File: src/rtl/phy_rstpd_pkg.sv
// Shared field positions and the strap record for the reset/power-down controller.
package phy_rstpd_pkg;
    localparam int STRAP_W    = 7;
    localparam int B_SRST     = 15;
    localparam int B_SPEED    = 13;
    localparam int B_ANEN     = 12;
    localparam int B_PDN      = 11;
    localparam int B_DUPLEX   = 8;
    localparam int ADV_LSB    = 5;
    localparam logic [4:0] ADV_SELECTOR = 5'b00001;
    localparam logic [4:0] ADDR_CTRL    = 5'd0;
    localparam logic [4:0] ADDR_ADV     = 5'd4;

    // Strap group of one port, MSB first: speed, aneg enable, duplex, ability.
    typedef struct packed {
        logic       speed;
        logic       anen;
        logic       duplex;
        logic [3:0] abil;
    } strap_t;
endpackage

File: src/rtl/phy_rstpd_blank.sv
// Post-reset blanking timer: busy is high for BLANK cycles from reset release.
// Assumes BLANK >= 1.
module phy_rstpd_blank #(
    parameter int BLANK = 1000
) (
    input  logic clk,
    input  logic rst_n,
    output logic busy
);
    localparam int CW = $clog2(BLANK + 1);
    logic [CW-1:0] cnt;

    // Reload on reset, count down to zero afterwards.
    always_ff @(posedge clk) begin
        if (!rst_n)
            cnt <= CW'(BLANK);
        else if (cnt != '0)
            cnt <= cnt - 1'b1;
    end

    assign busy = (cnt != '0);
endmodule

File: src/rtl/phy_rstpd_port.sv
// One port's control and advertisement registers, strap capture and
// self-clearing software reset. Assumes writes arrive already gated for access.
module phy_rstpd_port
    import phy_rstpd_pkg::*;
#(
    parameter int SRST_CYCLES = 8
) (
    input  logic        clk,
    input  logic        rst_n,
    input  logic        pd_release,
    input  strap_t      strap_pin,
    input  logic        wr_ctrl,
    input  logic        wr_adv,
    input  logic [15:0] wdata,
    output logic [15:0] ctrl_rd,
    output logic [15:0] adv_rd,
    output logic        pdn
);
    localparam int SW = $clog2(SRST_CYCLES + 1);

    strap_t        saved;
    strap_t        live;
    logic          pdn_q;
    logic [SW-1:0] srst_cnt;
    logic          srst_busy;
    logic          unused_wbits;

    assign srst_busy    = (srst_cnt != '0);
    assign unused_wbits = ^{wdata[14], wdata[10:9], wdata[4:0]};

    // Capture straps, apply writes and run the software reset countdown.
    always_ff @(posedge clk) begin
        if (!rst_n || pd_release) begin
            saved    <= strap_pin;
            live     <= strap_pin;
            pdn_q    <= 1'b0;
            srst_cnt <= '0;
        end else begin
            if (srst_busy)
                srst_cnt <= srst_cnt - 1'b1;
            if (wr_ctrl && !srst_busy) begin
                if (wdata[B_SRST]) begin
                    live     <= saved;
                    pdn_q    <= 1'b0;
                    srst_cnt <= SW'(SRST_CYCLES);
                end else begin
                    live.speed  <= wdata[B_SPEED];
                    live.anen   <= wdata[B_ANEN];
                    live.duplex <= wdata[B_DUPLEX];
                    pdn_q       <= wdata[B_PDN];
                end
            end
            if (wr_adv && !srst_busy)
                live.abil <= wdata[ADV_LSB+3:ADV_LSB];
        end
    end

    // Assemble the read views of both registers.
    always_comb begin
        ctrl_rd           = '0;
        ctrl_rd[B_SRST]   = srst_busy;
        ctrl_rd[B_SPEED]  = live.speed;
        ctrl_rd[B_ANEN]   = live.anen;
        ctrl_rd[B_PDN]    = pdn_q;
        ctrl_rd[B_DUPLEX] = live.duplex;
        adv_rd            = '0;
        adv_rd[ADV_LSB+3:ADV_LSB] = live.abil;
        adv_rd[4:0]       = ADV_SELECTOR;
    end

    assign pdn = pdn_q;
endmodule

File: src/rtl/phy_rstpd_access.sv
// Management access gate: decodes requests, drops blocked writes and returns
// registered read responses (all ones with error when blocked).
module phy_rstpd_access
    import phy_rstpd_pkg::*;
#(
    parameter int NPORTS = 2,
    parameter int PW     = 1
) (
    input  logic                    clk,
    input  logic                    rst_n,
    input  logic                    blocked,
    input  logic                    mgmt_req,
    input  logic                    mgmt_we,
    input  logic [PW-1:0]           mgmt_port,
    input  logic [4:0]              mgmt_addr,
    input  logic [NPORTS-1:0][15:0] ctrl_all,
    input  logic [NPORTS-1:0][15:0] adv_all,
    output logic [NPORTS-1:0]       wr_ctrl,
    output logic [NPORTS-1:0]       wr_adv,
    output logic                    rd_valid,
    output logic [15:0]             rd_data,
    output logic                    rd_err
);
    logic        port_ok;
    logic [15:0] sel_data;

    assign port_ok = (int'(mgmt_port) < NPORTS);

    // Per-port write strobes, only when access is open.
    always_comb begin
        wr_ctrl = '0;
        wr_adv  = '0;
        if (mgmt_req && mgmt_we && !blocked && port_ok) begin
            wr_ctrl[mgmt_port] = (mgmt_addr == ADDR_CTRL);
            wr_adv[mgmt_port]  = (mgmt_addr == ADDR_ADV);
        end
    end

    // Select the addressed register for a read.
    always_comb begin
        sel_data = '0;
        if (port_ok && mgmt_addr == ADDR_CTRL)
            sel_data = ctrl_all[mgmt_port];
        else if (port_ok && mgmt_addr == ADDR_ADV)
            sel_data = adv_all[mgmt_port];
    end

    // Register the read response one cycle after the request.
    always_ff @(posedge clk) begin
        if (!rst_n) begin
            rd_valid <= 1'b0;
            rd_data  <= '0;
            rd_err   <= 1'b0;
        end else begin
            rd_valid <= mgmt_req && !mgmt_we;
            rd_err   <= mgmt_req && !mgmt_we && blocked;
            rd_data  <= blocked ? 16'hFFFF : sel_data;
        end
    end
endmodule

File: src/rtl/phy_rstpd_ctrl.sv
// Top of the reset and power-down controller for NPORTS ports. Assumes
// NPORTS >= 2, pwr_down and straps synchronous to clk, CLK_HZ >= 1000.
module phy_rstpd_ctrl
    import phy_rstpd_pkg::*;
#(
    parameter int NPORTS      = 2,
    parameter int CLK_HZ      = 8_000_000,
    parameter int SRST_CYCLES = 8,
    localparam int PW         = $clog2(NPORTS),
    localparam int BLANK      = CLK_HZ / 1000
) (
    input  logic                    clk,
    input  logic                    rst_n,
    input  logic                    pwr_down,
    input  logic [NPORTS*STRAP_W-1:0] strap_i,
    input  logic                    mgmt_req,
    input  logic                    mgmt_we,
    input  logic [PW-1:0]           mgmt_port,
    input  logic [4:0]              mgmt_addr,
    input  logic [15:0]             mgmt_wdata,
    output logic                    rd_valid,
    output logic [15:0]             rd_data,
    output logic                    rd_err,
    output logic                    blank_busy,
    output logic                    clk_stop,
    output logic [NPORTS-1:0]       port_oe,
    output logic [NPORTS-1:0]       port_shutdown
);
    logic                    pd_q;
    logic                    pd_release;
    logic [NPORTS-1:0][15:0] ctrl_all;
    logic [NPORTS-1:0][15:0] adv_all;
    logic [NPORTS-1:0]       wr_ctrl;
    logic [NPORTS-1:0]       wr_adv;
    logic [NPORTS-1:0]       pdn;

    // Remember the power-down pin to find its release.
    always_ff @(posedge clk) begin
        if (!rst_n) pd_q <= 1'b0;
        else        pd_q <= pwr_down;
    end
    assign pd_release = pd_q && !pwr_down;

    phy_rstpd_blank #(.BLANK(BLANK)) u_blank (
        .clk(clk), .rst_n(rst_n), .busy(blank_busy)
    );

    phy_rstpd_access #(.NPORTS(NPORTS), .PW(PW)) u_access (
        .clk(clk), .rst_n(rst_n), .blocked(blank_busy || pwr_down),
        .mgmt_req(mgmt_req), .mgmt_we(mgmt_we), .mgmt_port(mgmt_port),
        .mgmt_addr(mgmt_addr), .ctrl_all(ctrl_all), .adv_all(adv_all),
        .wr_ctrl(wr_ctrl), .wr_adv(wr_adv),
        .rd_valid(rd_valid), .rd_data(rd_data), .rd_err(rd_err)
    );

    for (genvar p = 0; p < NPORTS; p++) begin : g_port
        phy_rstpd_port #(.SRST_CYCLES(SRST_CYCLES)) u_port (
            .clk(clk), .rst_n(rst_n), .pd_release(pd_release),
            .strap_pin(strap_t'(strap_i[p*STRAP_W +: STRAP_W])),
            .wr_ctrl(wr_ctrl[p]), .wr_adv(wr_adv[p]), .wdata(mgmt_wdata),
            .ctrl_rd(ctrl_all[p]), .adv_rd(adv_all[p]), .pdn(pdn[p])
        );
    end

    assign clk_stop      = pwr_down;
    assign port_oe       = {NPORTS{rst_n && !pwr_down}};
    assign port_shutdown = pdn | {NPORTS{pwr_down}};
endmodule

File: config.mk
export PLATFORM = sky130hd
export DESIGN_NAME = phy_rstpd_ctrl
export DESIGN_NICKNAME = d
export VERILOG_FILES = /design/src/rtl/phy_rstpd_pkg.sv /design/src/rtl/phy_rstpd_blank.sv /design/src/rtl/phy_rstpd_port.sv /design/src/rtl/phy_rstpd_access.sv /design/src/rtl/phy_rstpd_ctrl.sv
export SDC_FILE = /design/constraint.sdc
export NUM_CORES = 1
export LEC_CHECK = 0
export BUFFER_PORTS_ARGS = -buffer_cell sky130_fd_sc_hd__buf_2
export CORE_ASPECT_RATIO = 0.75
export CORE_MARGIN = 8
export CORE_UTILIZATION = 49
export DETAILED_ROUTE_END_ITERATION = 16
export GPL_TIMING_DRIVEN = 0
export MAX_ROUTING_LAYER = met4
export PLACE_DENSITY_LB_ADDON = 0.08
export SLEW_MARGIN = 20
export SYNTH_ARGS = -nofsm -noshare
export SYNTH_HDL_FRONTEND = slang
export SYNTH_SLANG_ARGS = --single-unit
File: constraint.sdc
create_clock -name clk -period 2.6 [get_ports clk]
set_clock_uncertainty 0.2 [all_clocks]
set_input_delay 0.39 -clock clk [delete_from_list [all_inputs] [get_ports clk]]
set_output_delay 0.39 -clock clk [all_outputs]
set_load 0.01 [all_outputs]
=== Word-level counts from Yosys, hierarchy flattened ===
Index checks and enable logic that the tools add are counted.

* Output and inout bits: 24
* Word-level logic and storage cells: 93
* Input bits: 41
* Register bits after elaboration: 70

* Bitwise logic cells: 3
* Add/subtract/negate cells: 3
* Reductions and logical operators: 31
* Mux-type cells: 28
* Equality and inequality tests: 1
* Magnitude comparators: 2

{| class="wikitable"
|+ Operator list
! cell !! count
|-
| $mux W16 || 6
|-
| $mux W4 || 10
|-
| $mux W7 || 4
|-
| $reduce_bool A13 Y1 || 1
|-
| $sub A13 B1 Y13 const B || 1
|-
| $reduce_bool A3 Y1 || 4
|-
| $logic_and A1 B1 Y1 || 11
|-
| $mux W9 || 1
|-
| $reduce_bool A4 Y1 || 2
|-
| $sub A4 B1 Y4 const B || 2
|-
| $logic_not A1 Y1 || 6
|-
| $mux W3 || 2
|-
| $eq A5 B3 Y1 const B || 1
|-
| $logic_not A5 Y1 || 1
|-
| $and A2 B2 Y2 || 2
|-
| $mux W2 || 2
|-
| $reduce_and A2 Y1 || 2
|-
| $reduce_bool A2 Y1 || 2
|-
| $logic_or A1 B1 Y1 || 2
|-
| $lt A1 B2 Y1 const B || 1
|-
| $mux W1 || 2
|-
| $or A2 B2 Y2 || 1
|-
| $demux W1 S1 || 1
|-
| $ge A1 B1 Y1 const B || 1
|}

=== Longest topological paths before layout ===
* Word-level depth: 10
* Mapped depth: 8
* Gate-level depth less buffers: 7

=== By module ===
A second synthesis with hierarchy kept.

* Cells, all modules: 405
* Area total of the unflattened synthesis: 3,915.0 µm²

{| class="wikitable"
|+ By module, submodules not included
! module !! cells an instance !! area each (µm²) !! times used !! seq. area each (µm²)
|-
| phy_rstpd_access || 125 || 1,084.8 || 1 || 360.3
|-
| phy_rstpd_port (g_port[1].u_port) || 98 || 1,048.5 || 1 || 520.5
|-
| phy_rstpd_port (g_port[0].u_port) || 99 || 1,047.3 || 1 || 520.5
|-
| phy_rstpd_blank || 74 || 661.9 || 1 || 260.2
|-
| phy_rstpd_ctrl || 9 || 72.6 || 1 || 20.0
|}

=== Least setup slack after synthesis ===
OpenSTA, ideal clock, no wires.

* Path kind: register to register
* From: register u_blank.cnt[7]
* To: register g_port[1].u_port.live, in the netlist g_port[1].u_port.ctrl_rd[12] (enable)
* Data required time: 2,056 ps
* Library setup time: 344 ps
* Buffers on the path: 2
* Clock period less this slack: 2,457 ps
* Stages on the path, launching flop included: 6
* Arrival time: 1,912 ps
* Slack: 143 ps
* Cell sequence: dfxtp_1 > buf_6 > or4_4 > buf_6 > or4_4 > o21ai_0

* Cells in the longest elaborated chain, start to end: 7

{| class="wikitable"
|+ RTL lines
! what !! RTL line !! source
|-
| start, declared || phy_rstpd_blank.sv:11 || <nowiki>logic [CW-1:0] cnt;</nowiki>
|-
| start signal, assigned || phy_rstpd_blank.sv:16 || <nowiki>cnt <= CW'(BLANK);</nowiki>
|-
| start signal, assigned || phy_rstpd_blank.sv:18 || <nowiki>cnt <= cnt - 1'b1;</nowiki>
|-
| $reduce_bool A13 Y1 || phy_rstpd_blank.sv:21 || <nowiki>assign busy = (cnt != '0);</nowiki>
|-
| $logic_or A1 B1 Y1 || phy_rstpd_ctrl.sv:49 || <nowiki>.clk(clk), .rst_n(rst_n), .blocked(blank_busy || pwr_down),</nowiki>
|-
| $logic_not A1 Y1 || phy_rstpd_access.sv:33 || <nowiki>if (mgmt_req && mgmt_we && !blocked && port_ok) begin</nowiki>
|-
| $logic_and A1 B1 Y1 || phy_rstpd_access.sv:33 ||
|-
| $mux W2 || phy_rstpd_access.sv:33 ||
|-
| $logic_and A1 B1 Y1 || phy_rstpd_port.sv:41 || <nowiki>if (wr_ctrl && !srst_busy) begin</nowiki>
|-
| $reduce_bool A2 Y1 (no source line) || n/a ||
|-
| end signal, assigned || phy_rstpd_port.sv:35 || <nowiki>live <= strap_pin;</nowiki>
|-
| end signal, assigned || phy_rstpd_port.sv:43 || <nowiki>live <= saved;</nowiki>
|-
| end, declared || phy_rstpd_port.sv:22 || <nowiki>strap_t live;</nowiki>
|}

Every way passes these cells.
A chain may end at the register's enable or synchronous reset.

=== Final worst setup path ===
* From: register u_blank.cnt[0]
* To: output blank_busy

* Cells in the longest elaborated chain, start to end: 1

{| class="wikitable"
|+ RTL lines
! what !! RTL line !! source
|-
| $reduce_bool A13 Y1 || phy_rstpd_blank.sv:21 ||
|-
| end, declared || phy_rstpd_ctrl.sv:24 || <nowiki>output logic blank_busy,</nowiki>
|}

Every way passes these cells.

==> results by group <==
Outcome
  – Status: finished, final reports clean

Yosys
  – Top cells by count, synth: 36 x dfxtp_1, 35 x a21oi_1, 28 x edfxtp_1
  – Count leader, synth: dfxtp_1
  – Synth area leader: edfxtp_1
  – Synth Register Bits: 64
  – Post-synth cell types: 50
  – Post-synth EDFFs: 28
  – FFs w/ async S/R, synth: 0
  – Syn. warnings: 0
  – Yosys top cell area share: 0.283
  – Mapped Avg Cell Area: 10.1 µm²
  – Main synth FF type: dfxtp_1
  – Post-synthesis sequential area ratio: 0.526
  – Synth Cell Area: 2970 µm²
  – Synth Instances: 294
  – Synth top area cells: edfxtp_1 28%, dfxtp_1 24%, a21oi_1 5.9%, o21ai_0 4.0%, mux2i_1 2.4%
  – Syn_nets: 339

Pwr
  – Net Sw Power: 0.718 mW
  – Clk pwr share: 0.319
  – Maximum vdd drop: 0.595 mV
  – PwrDens: 727 nW/µm²
  – Switch share: 0.273
  – Combinational Power Share: 0.207
  – Tot Pwr: 2.63 mW
  – Sequential share of power: 0.474
  – P_leak: 1.42 nW
  – Cell internal pwr: 1.91 mW

GRT
  – Met1 Use GR: 0.210
  – Met2 Use GR: 0.223
  – Pin count of the biggest net entering global routing: 24
  – Initial antenna violation count: 0
  – Top Usage Layer GRT: met2
  – Met3 Usage GRT: 0.0586
  – Vias in the first global route: 2345
  – First-pass GRT wire length: 11200 µm
  – Tot GR Track Use: 0.162
  – Grt ovf: 0

Finish
  – Nets: 408
  – Fraction of layout cells with a size suffix above 1: 0.299
  – # diodes: 0
  – Layout area overhead: 21.8%
  – Fillers: 527

Placed design
  – RePlAce Congestion: 0.808
  – Post-DP HPWL: 5010 µm
  – Port-buffer cells: 54

Timing
  – Final Hold Vio Count: 0
  – Worst-margin pin slew: 0.706 ns
  – F_max: 0.395 GHz
  – Final Max Slew Viols: 0
  – Crit path time final: 2.53 ns
  – Final period utilization: 0.974
  – Final hold slack: 0.0332 ns
  – Relative slew slack: 0.526
  – Setup violations, final: 0

Route
  – DR pass1 iterations: 4
  – Drt wl/cell: 15.1 µm
  – Vias/cell: 5.39
  – Total number of vias: 2406
  – Routed Wire Length: 6710 µm
  – # DRC: 0
  – ANT nets after route: 0
  – DR iter-0 viols: 140

Setup path
  – Critical path endpoint category: output port
  – Required time of the critical path: 2.01 ns
  – CP Data Arrival Time: 1.94 ns
  – Crit Path Category: register to output port
  – Startpoint types: register
  – Crit-path max FO: 5

CTS
  – CTS tree: built
  – Cts bufs inserted: 9
  – Cts hold-fix bufs: 0
  – Clk slew on worst S/H paths: 0.07 ns
  – Clk_lat worst skew: 0.34 ns
  – Total clock sinks: 64
  – # H-tree levels: 3
  – Clock root buffer master: clkbuf_8
  – Clock tree buffer depth: 2

Min path
  – HP Class: primary input to register

Die
  – Io pins: 65
  – Die Span Y: 83.4 µm
  – Starting Density: 0.509
  – Rows: 24
  – Core Box Area: 5830 µm²
  – Chip width: 106 µm
  – Full die area: 8830 µm²

Flow run
  – Number of max-cap violations: 0
-- worst max-delay path, stage by stage, from the launching register on --
cell and delay (ns):
dfxtp_2 0.34, inv_2 0.09, ha_4 0.15, or4b_4 0.50, nor4_4 0.28, inv_2 0.11
buf_6 0.13
-- state kept, by name, indices dropped and copies added, names as in the netlist --
signal	cells
g_port.u_port.saved	14
u_access.rd_valid	1
u_blank.cnt	13
g_port.u_port.ctrl_rd	6
pd_q	1
g_port.u_port.srst_cnt	8
g_port.u_port.adv_rd	8
u_access.rd_err	1
u_access.rd_data	10
g_port.u_port.pdn	2
-- layer usage --
metal	vias to the layer above	wire [µm]
met2	58	2870
met3	12	379
met4	0	117
met5	-	0
li1	1218	-
met1	1118	3350
-- what timing repair did --
| item | in CTS | in global routing |
|---|---|---|
| resized for setup | 12 | 5 |
| setup endpoints to repair | 18 | 22 |
| buffers inserted | 1 | 3 |
| pin swaps | 2 | 1 |
-- final timing paths --
check / start / endpoint / slack [ns] / cells after the start
hold reg to reg: g_port[0].u_port.pdn$_SDFFE_PN0P_ / g_port[0].u_port.pdn$_SDFFE_PN0P_ / 0.31 / 2
hold / removal: mgmt_we / u_access.rd_err$_SDFF_PN0_ / 0.03 / 2
setup reg to reg: u_blank.cnt[7]$_SDFFE_PN0P_ / g_port[1].u_port.ctrl_rd[8]$_DFFE_PP_ / 0.08 / 5
setup / recovery: u_blank.cnt[0]$_SDFFE_PN0P_ / blank_busy / 0.07 / 6
-- power groups by stage --
stage	registers, mW	clock network (mW)	logic (mW)
after floorplan	1.25	0	0.404
after global placement	1.26	0	0.518
after detailed placement	1.26	0	0.531
after CTS	1.24	0.855	0.540
after global routing	1.26	0.903	0.619
final	1.24	0.838	0.544
-- placed cells by master, fill, tap and decap left out, types with 7 or more instances in the layout --
master	instances
clkbuf_8	14
clkbuf_1	9
edfxtp_1	28
o21ai_1	9
or3_1	7
a21oi_1	34
buf_2	55
nor4_1	9
mux2i_1	7
buf_4	12
nand3_1	8
o21ai_0	20
nor2_1	15
inv_1	7
dfxtp_1	34
nand2_1	16
-- per-stage QoR --
step	cells	util	area [µm²]	setup TNS [ns]	worst slack (ns)
after global placement	426	0.572	3330	-13.35	-0.680
final	446	0.620	3610	0	0.0684
after global routing	446	0.620	3610	-0.00581	-0.00581
after detailed placement	426	0.573	3340	-7.99	-0.444
after CTS	443	0.614	3570	-0.0430	-0.0143
after floorplan	294	-	2970	0	0.143
-- cell type report --
| type | instances | area (µm²) | share of cell area |
|---|---|---|---|
| clock inverters | 2 | 10.0 | 0.00277 |
| clock buffers | 14 | 193 | 0.0533 |
| plain buffers | 23 | 141 | 0.0391 |
| flip-flops and latches | 64 | 1560 | 0.433 |
| multi-input cells | 195 | 1260 | 0.348 |
| inverters | 12 | 45.0 | 0.0125 |
| repair buffers | 58 | 307 | 0.0848 |
| well taps | 78 | 97.6 | 0.0270 |
-- cells by family after synthesis --
kind of cell / count (synthesis) / synth area share
buf+inv: 35 / 0.0624
xor+xnor: 4 / 0.0118
mux: 8 / 0.0312
compound gates: 78 / 0.147
simple gates: 101 / 0.204
fa+ha+maj: 4 / 0.0169
flops: 64 / 0.526
Power figures use the tool's default switching activity.
